`src/rtl/ssf_aligner.sv`:
```
module ssf_aligner #(
  parameter int DW          = 18,
  parameter int LOCK_FRAMES = 4,
  parameter int LOSS_FRAMES = 2
) (
  input  logic          clk,
  input  logic          rst_n,
  input  logic          bit_en_i,
  input  logic          bit_i,
  output logic [DW-1:0] word_o,
  output logic          word_vld_o,
  output logic          lock_n_o
);
  localparam int FW = DW + 2;
  localparam int CW = $clog2(FW) + 1;
  localparam int GW = $clog2(LOCK_FRAMES + 1);
  localparam int BW = $clog2(LOSS_FRAMES + 1);
  localparam logic [FW-1:0] SYNC_PAT = {{(FW/2){1'b0}}, {(FW/2){1'b1}}};

  logic [FW-1:0] sr;
  logic [CW-1:0] cnt;
  logic [GW-1:0] good;
  logic [BW-1:0] bad;
  logic          locked;

  wire [FW-1:0] win        = {bit_i, sr[FW-1:1]};
  wire          frame_done = bit_en_i && (cnt == CW'(FW-1));
  wire          frame_ok   = win[0] && !win[FW-1];
  wire          sync_hit   = bit_en_i && !locked && (win == SYNC_PAT);

  assign lock_n_o = !locked;

  always_ff @(posedge clk or negedge rst_n) begin
    if (!rst_n) begin
      sr <= '0; cnt <= '0; good <= '0; bad <= '0;
      locked <= 1'b0; word_vld_o <= 1'b0; word_o <= '0;
    end else begin
      word_vld_o <= 1'b0;
      if (bit_en_i) begin
        sr  <= win;
        cnt <= cnt + 1'b1;
      end
      if (sync_hit) begin
        cnt  <= '0;
        good <= GW'(LOCK_FRAMES - 1);
      end else if (frame_done) begin
        cnt <= '0;
        if (!locked) begin
          if (!frame_ok) begin
            good <= '0;
            cnt  <= '1;
          end else if (good == GW'(LOCK_FRAMES - 1)) begin
            locked <= 1'b1; good <= '0; bad <= '0;
            word_vld_o <= 1'b1; word_o <= win[DW:1];
          end else begin
            good <= good + 1'b1;
          end
        end else if (frame_ok) begin
          bad <= '0;
          word_vld_o <= 1'b1; word_o <= win[DW:1];
        end else if (bad == BW'(LOSS_FRAMES - 1)) begin
          locked <= 1'b0; bad <= '0; good <= '0;
          cnt <= '1;
        end else begin
          bad <= bad + 1'b1;
          word_vld_o <= 1'b1; word_o <= win[DW:1];
        end
      end
    end
  end


  vld_needs_lock_chk: assert property (@(posedge clk) disable iff (!rst_n)
    word_vld_o |-> !lock_n_o);

  vld_single_chk: assert property (@(posedge clk) disable iff (!rst_n)
    word_vld_o |=> !word_vld_o);

  word_hold_chk: assert property (@(posedge clk) disable iff (!rst_n)
    !word_vld_o |-> $stable(word_o));

  lock_gain_chk: assert property (@(posedge clk) disable iff (!rst_n)
    $fell(lock_n_o) |-> $past(frame_done && frame_ok));

  lock_loss_chk: assert property (@(posedge clk) disable iff (!rst_n)
    $rose(lock_n_o) |-> $past(frame_done && !frame_ok));

  idle_hold_chk: assert property (@(posedge clk) disable iff (!rst_n)
    !bit_en_i |=> ($stable(sr) && $stable(cnt) && !word_vld_o));
endmodule

```
`config.mk`:
```
export PLATFORM = sky130hd
export DESIGN_NAME = ssf_aligner
export DESIGN_NICKNAME = d
export VERILOG_FILES = /design/src/rtl/ssf_aligner.sv
export SDC_FILE = /design/constraint.sdc
export NUM_CORES = 1
export LEC_CHECK = 0
export CORE_MARGIN = 1.5
export CORE_UTILIZATION = 35
export CTS_BUF_LIST = sky130_fd_sc_hd__clkbuf_4
export CTS_CLUSTER_DIAMETER = 200
export DETAILED_ROUTE_END_ITERATION = 10
export DONT_BUFFER_PORTS = 1
export SLEW_MARGIN = 10
export SYNTH_ARGS = -nofsm -noshare
export SYNTH_HDL_FRONTEND = slang
export SYNTH_SLANG_ARGS = --single-unit
```
`constraint.sdc`:
```
create_clock -name clk -period 4.75 [get_ports clk]
set_input_delay 0.7125 -clock clk [delete_from_list [all_inputs] [get_ports clk]]
set_output_delay 0.7125 -clock clk [all_outputs]
set_load 0.02 [all_outputs]
```
==> summary.txt, run 1 <==
Drt
  – First-pass DRT Iterations: 4
  – Drt wl/cell: 17.1 um
  – Vias/cell: 5.55
  – WL final: 4100 um
  – Starting DRT DRC Count: 100
  – Post-route DRC: 0
  – Total number of vias: 1332
  – Post-route ant nets: 0

Clock network
  – Clk_lat worst skew: 370 ps
  – Clock tree from TritonCTS: built
  – Clock Tree Root: clkbuf_4
  – Clk slew on worst S/H paths: 160 ps
  – Post_cts resized: 0
  – Post-CTS Setup Bufs: 0
  – CTS Buffer Depth: 2
  – Number of CTS-inserted buffers: 5
  – Clk sinks: 50
  – H-tree levels: 2

Yosys
  – Synthesized instance count: 162
  – Yosys reg bits: 50
  – Area contributors post-synth: dfrtp_1 (57%), mux2_2 (14%), mux2_4 (6.2%)
  – Leading area contributor after synthesis: dfrtp_1
  – Most frequent cells after synthesis: dfrtp_1 (50), mux2_2 (27), mux2_4 (9)
  – Syn Nets: 168
  – Post-synth EDFFs: 0
  – FFs w/ async S/R, synth: 100%
  – Prevailing post-synth register cell: dfrtp_1
  – Count leader, synth: dfrtp_1
  – Sequential share of the synthesized area: 57.1%
  – Synthesized area: 2190 sq um
  – Area share of the largest cell type after synthesis: 57.1%
  – Synth cell types: 41
  – Warnings, synthesis: 0
  – Syn_area_per_cell: 13.5 sq um

STA
  – Slew @ Worst Pin: 924 ps
  – Fin crit share: 54.2%
  – Clock skew: 16.5 ps
  – Post-route setup slack: 2170 ps
  – RSZ-0062 raised after global routing: false
  – Final Hold Fails: 0
  – Slew HR: 38.4%
  – Minimum clock period: 2580 ps
  – Final setup viols: 0
  – Fin Setup TNS: 0 ps
  – Final Max Tran Viols: 0
  – Fmax: 388 MHz

Pwr
  – Worst IR drop on VDD: 221 uV
  – Total power: 1.27 mW
  – Pwr dens: 538 nW/um^2
  – Leakage: 1.09 nW

Die
  – IO Count: 24
  – Die area: 6740 sq um
  – Initial Utilization: 36.6%
  – Die span in y: 82.1 um
  – FP Rows: 28
  – Core Region: 5990 sq um
  – Die Wd: 82.1 um

Finish
  – Final nets: 170
  – Layout cells sized above 1: 30.3%
  – Fill count: 563
  – Non-Filler Instances: 240
  – ANT cells: 0
  – Area Growth Syn to Fin: 7.42%

Critical path
  – CP delay by family, top: compound AO/OA/AOI/OAI gates
  – CP required: 5010 ps
  – Cell Chain, Critical Path: ha_1 -> nand3b_1 -> or2_0 -> a2111o_1 -> mux2_4
  – WP data arrival: 2840 ps
  – CP bufs+invs: 0
  – Slowest stage delay, CP: 800 ps
  – Worst-path fanout max: 19
  – WS Path Type: reg -> reg
  – CP Capture Type: flip-flop
  – Worst path slowest cell: a2111o_1
  – Startpoint types: flip-flop

Place
  – Dpl cells: 230
  – IO buf count: 0
  – Detailed placement HPWL: 2750 um
  – GPL Wtd Cong: 0.865
  – Dpl ws: 1840 ps

Global routing
  – Global-route wire length before repair: 7060 um
  – Vias in the first global route: 1434
  – Initial antenna violation count: 0
  – Total grt overflow: 0
  – GRT Util Overall: 14.0%
  – Largest net degree at the start of global routing: 30

Run
  – Max-cap violations: 0

Run status
  – Status: completed

Worst hold path
  – Worst hold path type: in -> async
-- repair_timing --
item                                    4_1_cts  5_1_grt
endpoints found under the setup margin        0        0
hold buffers                                  1        1
endpoints found under the hold margin        29       21
-- worst register-to-register path: cells and delay by family, from the launching register on --
kind	cells	cell delay, ps
AND/OR/NAND/NOR	2	560
flip-flops	1	440
AO/OA/AOI/OAI	1	810
adder cells (fa/ha/maj)	1	230
multiplexers	1	440
-- layer usage --
layer  track usage, %  vias to the layer above  part of all wire (%)
met1             17.7                      675                    45
met4             6.95                        0                   1.7
li1                 -                      606                     -
met2             22.0                       43                    47
met3             3.85                        8                   5.8
met5                0                        -                     0
-- kinds of logic after synthesis --
logic type	after synthesis	share of synthesized area, %
compound gates	29	9.20
fa+ha+maj	2	1.14
buf+inv	13	3.43
flops	50	57.1
mux	36	20.0
simple gates	32	9.08
-- flip-flops by register name, summed over array words and instances (netlist names) --
name,count
locked,1
cnt,6
word_o,18
good,3
bad,2
word_vld_o,1
sr,19
-- layout by cell type (no fill, tap or decap), types with 3 or more instances in the layout --
cell	n
a21oi_1	6
mux2_4	9
o22ai_1	5
nor3_1	3
nor2_1	5
nor4_1	3
nand3_1	3
inv_1	6
mux2_2	27
o21ai_0	6
clkbuf_4	5
dfrtp_1	50
-- power by group --
group	switching (mW)	leakage [nW]	internal (mW)
logic	0.109	0.405	0.157
registers	0.188	0.637	0.561
clock network	0.139	0.0456	0.112
total	0.436	1.09	0.829
-- per-stage QoR --
stage	hold WS [ps]	util [%]	cell area, sq um
3_5_place_dp	418	37.3	2230
4_1_cts	3.54	39.0	2330
3_3_place_gp	418	37.3	2230
5_1_grt	99.6	39.3	2350
6_report	127	39.3	2350
2_1_floorplan	417	-	2190
-- final timing paths --
path,from,slack [ps],to,cells past startpoint
setup / recovery,cnt[1]$_DFFE_PN0P_,2170,word_o[4]$_DFFE_PN0P_,5
hold / removal,rst_n,130,word_o[7]$_DFFE_PN0P_,1
setup reg to reg,cnt[1]$_DFFE_PN0P_,2170,word_o[4]$_DFFE_PN0P_,5
hold reg to reg,bad[1]$_DFFE_PN0P_,510,bad[1]$_DFFE_PN0P_,1
max in group asynchronous,rst_n,4460,word_vld_o$_DFF_PN0_,1
min in group clk,bit_en_i,430,sr[3]$_DFFE_PN0P_,1
-- area by class of cell --
| cell class | count | area, sq um | share of cell area [%] |
|---|---|---|---|
| Clock inverter | 3 | 43.8 | 1.86 |
| Clock buffer | 5 | 37.5 | 1.59 |
| Tap cell | 75 | 93.8 | 3.99 |
| Timing Repair Buffer | 2 | 40.0 | 1.70 |
| Multi-Input combinational cell | 99 | 865 | 36.7 |
| Inverter | 6 | 22.5 | 0.957 |
| Sequential cell | 50 | 1250 | 53.2 |
Power figures use the tool's default switching activity.
==> run 2, diff against run 1 <==
==> constraint.sdc (replaced) <==
create_clock -name clk -period 2.1 [get_ports clk]
set_input_delay 0.315 -clock clk [delete_from_list [all_inputs] [get_ports clk]]
set_output_delay 0.315 -clock clk [all_outputs]
set_load 0.02 [all_outputs]
==> run 2 against run 1 <==
Effect of this change:
- design area is 3.5% higher
- clock skew decreased by 5.8 ps
- final cell count grew 4.2%
- clock-buffer cell count stayed put
- wire length rose by 2.6%
- sequential power grew 120%
- sequential share of layout area down 1.8 points
- setup slack worse by 2100 ps
- die area stayed put
- maximum frequency grew 27%
- highest routed layer unchanged
==> summary.txt, run 2 (synthesized netlist as in run 1, its figures left out) <==
Global routing
  – Vias in the first global route: 1413 (-1.5%)
  – Initial antenna violation count: 0 (unchanged)
  – Largest net degree at the start of global routing: 51 (+70%)
  – Global-route wire length before repair: 6770 um (-4.1%)
  – Total grt overflow: 0 (unchanged)
  – GRT Util Overall: 13.4% (-0.59 points)

Pwr
  – Combinational share of power: 25.0% (+4.0 points)
  – Clock power frac: 15.3% (-4.6 points)
  – Pwr dens: 1160 nW/um^2 (+120%)
  – Worst IR drop on VDD: 427 uV (+93%)
  – Pint: 1.81 mW (+120%)
  – Seq pwr share: 59.6% (+0.5 points)
  – Leakage: 1.12 nW (+3.4%)
  – Switching part of the total: 36.0% (+1.5 points)
  – Net Sw Power: 1.02 mW (+130%)
  – Total power: 2.82 mW (+120%)

Critical path
  – CP Capture Type: flip-flop
  – WS Path Type: reg -> reg
  – Worst Reg-to-Reg Cells: 5 (unchanged)
  – Worst-path fanout max: 19 (unchanged)
  – CP required: 2370 ps (-2640 ps)
  – Reg-to-reg startpoint: cnt[4]$_DFFE_PN0P_
  – FF-to-FF setup slack: 70 ps (-2100 ps)
  – Startpoint types: flip-flop
  – WP data arrival: 2290 ps (-550 ps)
  – FF-to-FF End: word_o[10]$_DFFE_PN0P_

Drt
  – Drt wl/cell: 16.8 um (-1.5%)
  – Post-route DRC: 0 (unchanged)
  – First-pass DRT Iterations: 4 (unchanged)
  – Total number of vias: 1362 (+2.3%)
  – Starting DRT DRC Count: 84 (-16%)
  – Post-route ant nets: 0 (unchanged)
  – WL final: 4210 um (+2.6%)
  – Vias/cell: 5.45 (-1.8%)

Place
  – IO buf count: 0 (unchanged)
  – Detailed placement HPWL: 2870 um (+4.2%)
  – GPL Wtd Cong: 0.889 (+2.7%)
  – Dpl ws: 52.3 ps (-1790 ps)

Clock network
  – Clk slew on worst S/H paths: 150 ps (about the same)
  – Clock tree from TritonCTS: built
  – Number of CTS-inserted buffers: 5 (unchanged)
  – Clk sinks: 50 (unchanged)
  – Clock Tree Root: clkbuf_4
  – CTS Buffer Depth: 2 (unchanged)
  – H-tree levels: 2 (unchanged)
  – Clk_lat worst skew: 370 ps (about the same)

STA
  – Worst hold slack: 32.7 ps (-94.3 ps)
  – Slew HR: 73.3% (+35 points)
  – Final Hold Fails: 0 (unchanged)
  – RSZ-0062 raised after global routing: false
  – Post-route setup slack: 74.4 ps (-2100 ps)
  – Final setup viols: 0 (unchanged)
  – Fmax: 494 MHz (+27%)
  – Clock skew: 10.7 ps (-5.85 ps)
  – Slew @ Worst Pin: 399 ps (-525 ps)
  – Fin crit share: 96.5% (+42 points)
  – Final Max Tran Viols: 0 (unchanged)
  – Minimum clock period: 2030 ps (-551 ps)

Finish
  – ANT cells: 0 (unchanged)
  – Most common library cell in the layout ignoring fill and taps: dfrtp_1
  – Commonest cells after routing, fill and taps aside: dfrtp_1 (50), mux2_2 (27), buf_4 (10)
  – Fill count: 560 (-0.53%)
  – Final Util: 40.7% (+1.4 points)
  – Max reg flops: 19 (unchanged)
  – Largest Register: sr
  – Final nets: 181 (+6.5%)
  – Largest regs: sr: 19 flops, word_o: 18 flops, cnt: 6 flops
  – Layout cells sized above 1: 35.4% (+5.1 points)
  – Area Growth Syn to Fin: 11.2%

Die
  – FP Rows: 28 (unchanged)
  – IO Count: 24 (unchanged)
  – Core Region: 5990 sq um (unchanged)
  – Initial Utilization: 36.6% (unchanged)
  – Die span in y: 82.1 um (unchanged)
  – Die area: 6740 sq um (unchanged)
  – Die Wd: 82.1 um (unchanged)

Worst hold path
  – Hold path depth: 1
  – Min-delay src: bit_en_i
  – Worst hold path type: in -> reg
  – Hold Path End: cnt[0]$_DFFE_PN0P_

Run status
  – Status: completed

Run
  – Max-cap violations: 0 (unchanged)
==> run 2: changes by cell type in the layout (fill, tap and decap cells not counted), sizes merged <==
| cell | change |
|---|---|
| buf | +10 |
| clkinvlp | +2 |
| clkinv | -1 |
| bufinv | -1 |
| dlygate4sd3 | +1 |
| inv | -1 |
==> run 2: power groups by stage <==
| stage | clock network (mW) | registers, mW | logic (mW) |
|---|---|---|---|
| final | 0.433 | 1.68 | 0.707 |
| after global routing | 0.485 | 1.73 | 0.776 |
| after CTS | 0.448 | 1.68 | 0.656 |
| after detailed placement | 0 | 1.70 | 0.625 |
| after global placement | 0 | 1.68 | 0.595 |
| after floorplan | 0 | 1.60 | 0.528 |
==> run 2: per-layer routing <==
metal | up-vias | track usage, % | wire (um)
met3 | 9 | 3.96 | 223
li1 | 626 | - | -
met4 | 0 | 5.76 | 81
met2 | 43 | 22.5 | 1980
met1 | 684 | 16.0 | 1920
met5 | - | 0 | 0
==> run 2: metrics by stage <==
step / TNS (ps) / cells / area (sq um)
3_5_place_dp: 0 / 238 / 2300
4_1_cts: 0 / 247 / 2390
3_3_place_gp: 0 / 238 / 2300
6_report: 0 / 250 / 2440
2_1_floorplan: -365 / 162 / 2190
5_1_grt: 0 / 250 / 2440
==> run 2: how the worst max path moves through the flow <==
| stage | from | end | slack (ps) | cells after the start |
|---|---|---|---|---|
| floorplan | cnt[5]$_DFFE_PN0P_ | word_o[10]$_DFFE_PN0P_ | -40 | 7 |
| global placement | sr[13]$_DFFE_PN0P_ | word_o[12]$_DFFE_PN0P_ | 100 | 5 |
| detailed placement | cnt[4]$_DFFE_PN0P_ | word_o[17]$_DFFE_PN0P_ | 50 | 5 |
| CTS | cnt[4]$_DFFE_PN0P_ | word_o[17]$_DFFE_PN0P_ | 30 | 5 |
| global route | sr[12]$_DFFE_PN0P_ | word_o[14]$_DFFE_PN0P_ | 20 | 5 |
| finish | cnt[4]$_DFFE_PN0P_ | word_o[10]$_DFFE_PN0P_ | 70 | 5 |
==> run 2: layout make-up <==
cell class	instances	area [sq um]	area share [%]
well taps	75	93.8	3.85
multi-input cells	99	883	36.3
inverters	6	22.5	0.924
flip-flops and latches	50	1250	51.4
clock inverters	2	15.0	0.616
repair buffers	13	133	5.44
clock buffers	5	37.5	1.54
==> run 2: timing repair <==
item,CTS,global route
buffers inserted,0,3
hold buffers,2,0
setup endpoints to repair,0,18
endpoints found under the hold margin,50,0
gates resized for setup,0,3
==> run 2: worst max-delay path, stage by stage, from the launching register on <==
cell      delay (ps)
dfrtp_1          430
or3b_4           410
or2_0            240
a2111o_1         340
buf_12           180
mux2_4           300
==> run 3, diff against run 2 <==
--- a/config.mk
+++ b/config.mk
@@ -11,6 +11,7 @@
 export CTS_CLUSTER_DIAMETER = 200
 export DETAILED_ROUTE_END_ITERATION = 10
 export DONT_BUFFER_PORTS = 1
+export SETUP_SLACK_MARGIN = 0.05
 export SLEW_MARGIN = 10
 export SYNTH_ARGS = -nofsm -noshare
 export SYNTH_HDL_FRONTEND = slang
==> constraint.sdc (replaced) <==
create_clock -name clk -period 2.1 [get_ports clk]
set_input_delay 0.105 -clock clk [delete_from_list [all_inputs] [get_ports clk]]
set_output_delay 0.105 -clock clk [all_outputs]
set_load 0.02 [all_outputs]
==> run 3 against run 2 <==
Effect of this change:
- non-clock buffer count increased by 5
- clock power about the same
- utilization increased by 0.96 points
==> summary.txt, run 3 (synthesized netlist as in run 1, its figures left out) <==
Run status
  – Status: completed

Critical path
  – CP Capture Type: flip-flop
  – WP data arrival: 2280 ps (about the same)
  – Worst-path fanout max: 19 (unchanged)
  – CP required: 2370 ps (about the same)
  – WS Path Type: reg -> reg
  – Startpoint types: flip-flop

Die
  – Die span in y: 82.1 um (unchanged)
  – Core Region: 5990 sq um (unchanged)
  – Die Wd: 82.1 um (unchanged)
  – Die area: 6740 sq um (unchanged)
  – IO Count: 24 (unchanged)
  – FP Rows: 28 (unchanged)
  – Initial Utilization: 36.6% (unchanged)

Finish
  – Multi-input logic area: 896 sq um (+1.4%)
  – Max reg flops: 19 (unchanged)
  – Most common library cell in the layout ignoring fill and taps: dfrtp_1
  – Register area: 1250 sq um (unchanged)
  – Final Util: 41.6% (+0.96 points)
  – Fill count: 558 (-0.36%)
  – Layout cells sized above 1: 36.7% (+1.2 points)
  – Non-Filler Instances: 255 (+2.0%)
  – Commonest cells after routing, fill and taps aside: dfrtp_1 (50), mux2_2 (27), buf_4 (12)
  – ANT cells: 0 (unchanged)
  – Largest Register: sr
  – Final nets: 186 (+2.8%)
  – Area Growth Syn to Fin: 13.8%
  – Largest regs: sr: 19 flops, word_o: 18 flops, cnt: 6 flops

Pwr
  – Pwr dens: 1160 nW/um^2 (+0.21%)
  – Total power: 2.90 mW (+2.6%)
  – Clock power frac: 15.0% (-0.3 points)
  – Leakage: 1.15 nW (+2.6%)
  – Worst IR drop on VDD: 429 uV (+0.32%)
  – Seq pwr share: 58.1% (-1.5 points)
  – Switching part of the total: 36.2% (+0.26 points)
  – Pint: 1.85 mW (+2.2%)
  – Net Sw Power: 1.05 mW (+3.3%)
  – Combinational share of power: 26.9% (+1.9 points)

STA
  – Final Max Tran Viols: 0 (unchanged)
  – Fmax: 498 MHz (+0.83%)
  – Minimum clock period: 2010 ps (-16.7 ps)
  – RSZ-0062 raised after global routing: false
  – Post-route setup slack: 91.1 ps (+16.7 ps)
  – Clock skew: 4.98 ps (-5.70 ps)
  – Slew @ Worst Pin: 1140 ps (+741 ps)
  – Fin crit share: 95.7% (-0.80 points)
  – Slew HR: 23.7% (-50 points)
  – Final setup viols: 0 (unchanged)
  – Final Hold Fails: 0 (unchanged)

Clock network
  – Clk sinks: 50 (unchanged)
  – Clk slew on worst S/H paths: 140 ps (about the same)
  – Clock tree from TritonCTS: built
  – CTS Buffer Depth: 2 (unchanged)
  – Clk_lat worst skew: 370 ps (about the same)
  – Number of CTS-inserted buffers: 5 (unchanged)
  – H-tree levels: 2 (unchanged)
  – Clock Tree Root: clkbuf_4

Drt
  – First-pass DRT Iterations: 4 (unchanged)
  – Routed wl met2: 2040 um (+3.1%)
  – Post-route ant nets: 0 (unchanged)
  – Routed length on met3: 194 um (-13%)
  – Starting DRT DRC Count: 56 (-33%)
  – Post-route DRC: 0 (unchanged)
  – WL final: 4370 um (+3.8%)
  – Drt wl/cell: 17.1 um (+1.7%)
  – Top routing layer used: met4
  – Vias/cell: 5.49 (+0.85%)
  – Wire length on met1: 2030 um (+5.4%)
  – Total number of vias: 1401 (+2.9%)

Worst hold path
  – Worst hold path type: in -> reg

Global routing
  – Largest net degree at the start of global routing: 51 (unchanged)
  – Vias in the first global route: 1429 (+1.1%)
  – Initial antenna violation count: 0 (unchanged)
  – Total grt overflow: 0 (unchanged)
  – Global-route wire length before repair: 6910 um (+2.1%)
  – GRT Util Overall: 13.7% (+0.28 points)

Place
  – Detailed placement HPWL: 2870 um (unchanged)
  – Dpl cells: 238 (unchanged)
  – Dpl ws: 52.3 ps (unchanged)
  – IO buf count: 0 (unchanged)
  – GPL Wtd Cong: 0.889 (unchanged)

Run
  – Max-cap violations: 0 (unchanged)
==> run 3: changes by cell type in the layout (fill, tap and decap cells not counted) <==
cell / change
dlygate4sd3_1: +3
buf_4: +2
and4_1: -1
and4_2: +1
nor2b_1: -1
nor2b_2: +1
nor4bb_2: -1
nor4bb_4: +1
==> run 3: layout make-up <==
cell class	instances	area share, %
clock inverters	2	0.602
multi-input cells	99	35.9
repair buffers	18	7.12
flip-flops and latches	50	50.2
well taps	75	3.76
clock buffers	5	1.51
inverters	6	0.903
==> run 3: final timing paths <==
check,start,to,slack (ps),depth (start not counted)
worst max-delay path,cnt[5]$_DFFE_PN0P_,word_o[17]$_DFFE_PN0P_,90,5
worst min-delay path,bit_i,word_vld_o$_DFF_PN0_,60,3
worst max register to register,cnt[5]$_DFFE_PN0P_,word_o[17]$_DFFE_PN0P_,90,5
worst min register to register,bad[1]$_DFFE_PN0P_,bad[1]$_DFFE_PN0P_,510,1
max in group asynchronous,rst_n,sr[17]$_DFFE_PN0P_,1640,2
min in group asynchronous,rst_n,word_o[8]$_DFFE_PN0P_,240,2
==> run 3: metrics by stage <==
stage / setup TNS (ps) / hold WS (ps) / cell area [sq um]
final: 0 / 63.7 / 2490
after global routing: 0 / 76.3 / 2490
after CTS: 0 / 76.0 / 2450
after detailed placement: 0 / -190 / 2300
after global placement: 0 / -190 / 2300
after floorplan: -365 / -191 / 2190
==> run 3: power groups by stage <==
stage	combinational [mW]	clock [mW]	sequential (mW)
3_3_place_gp	0.595	0	1.68
3_5_place_dp	0.625	0	1.70
2_1_floorplan	0.528	0	1.60
5_1_grt	0.850	0.486	1.73
6_report	0.778	0.436	1.68
4_1_cts	0.727	0.448	1.67
==> run 3: worst max-delay path, stage by stage, from the launching register on <==
cell	delay (ps)
dfrtp_1	420
or3b_4	410
or2_0	240
a2111o_1	340
buf_12	190
mux2_4	300
==> run 3: what timing repair did <==
item / CTS / global route
endpoints found under the hold margin: 75 / 0
setup buffers: 3 / 2
pin swaps: 0 / 1
hold buffers: 5 / 0
resized for setup: 0 / 6
cloned: 0 / 0
setup endpoints to repair: 9 / 18
==> run 3: per-layer routing <==
layer	GRT usage [%]	up-vias
met5	0	-
met4	6.78	0
met3	3.74	9
met2	22.3	41
met1	16.7	713
li1	-	638
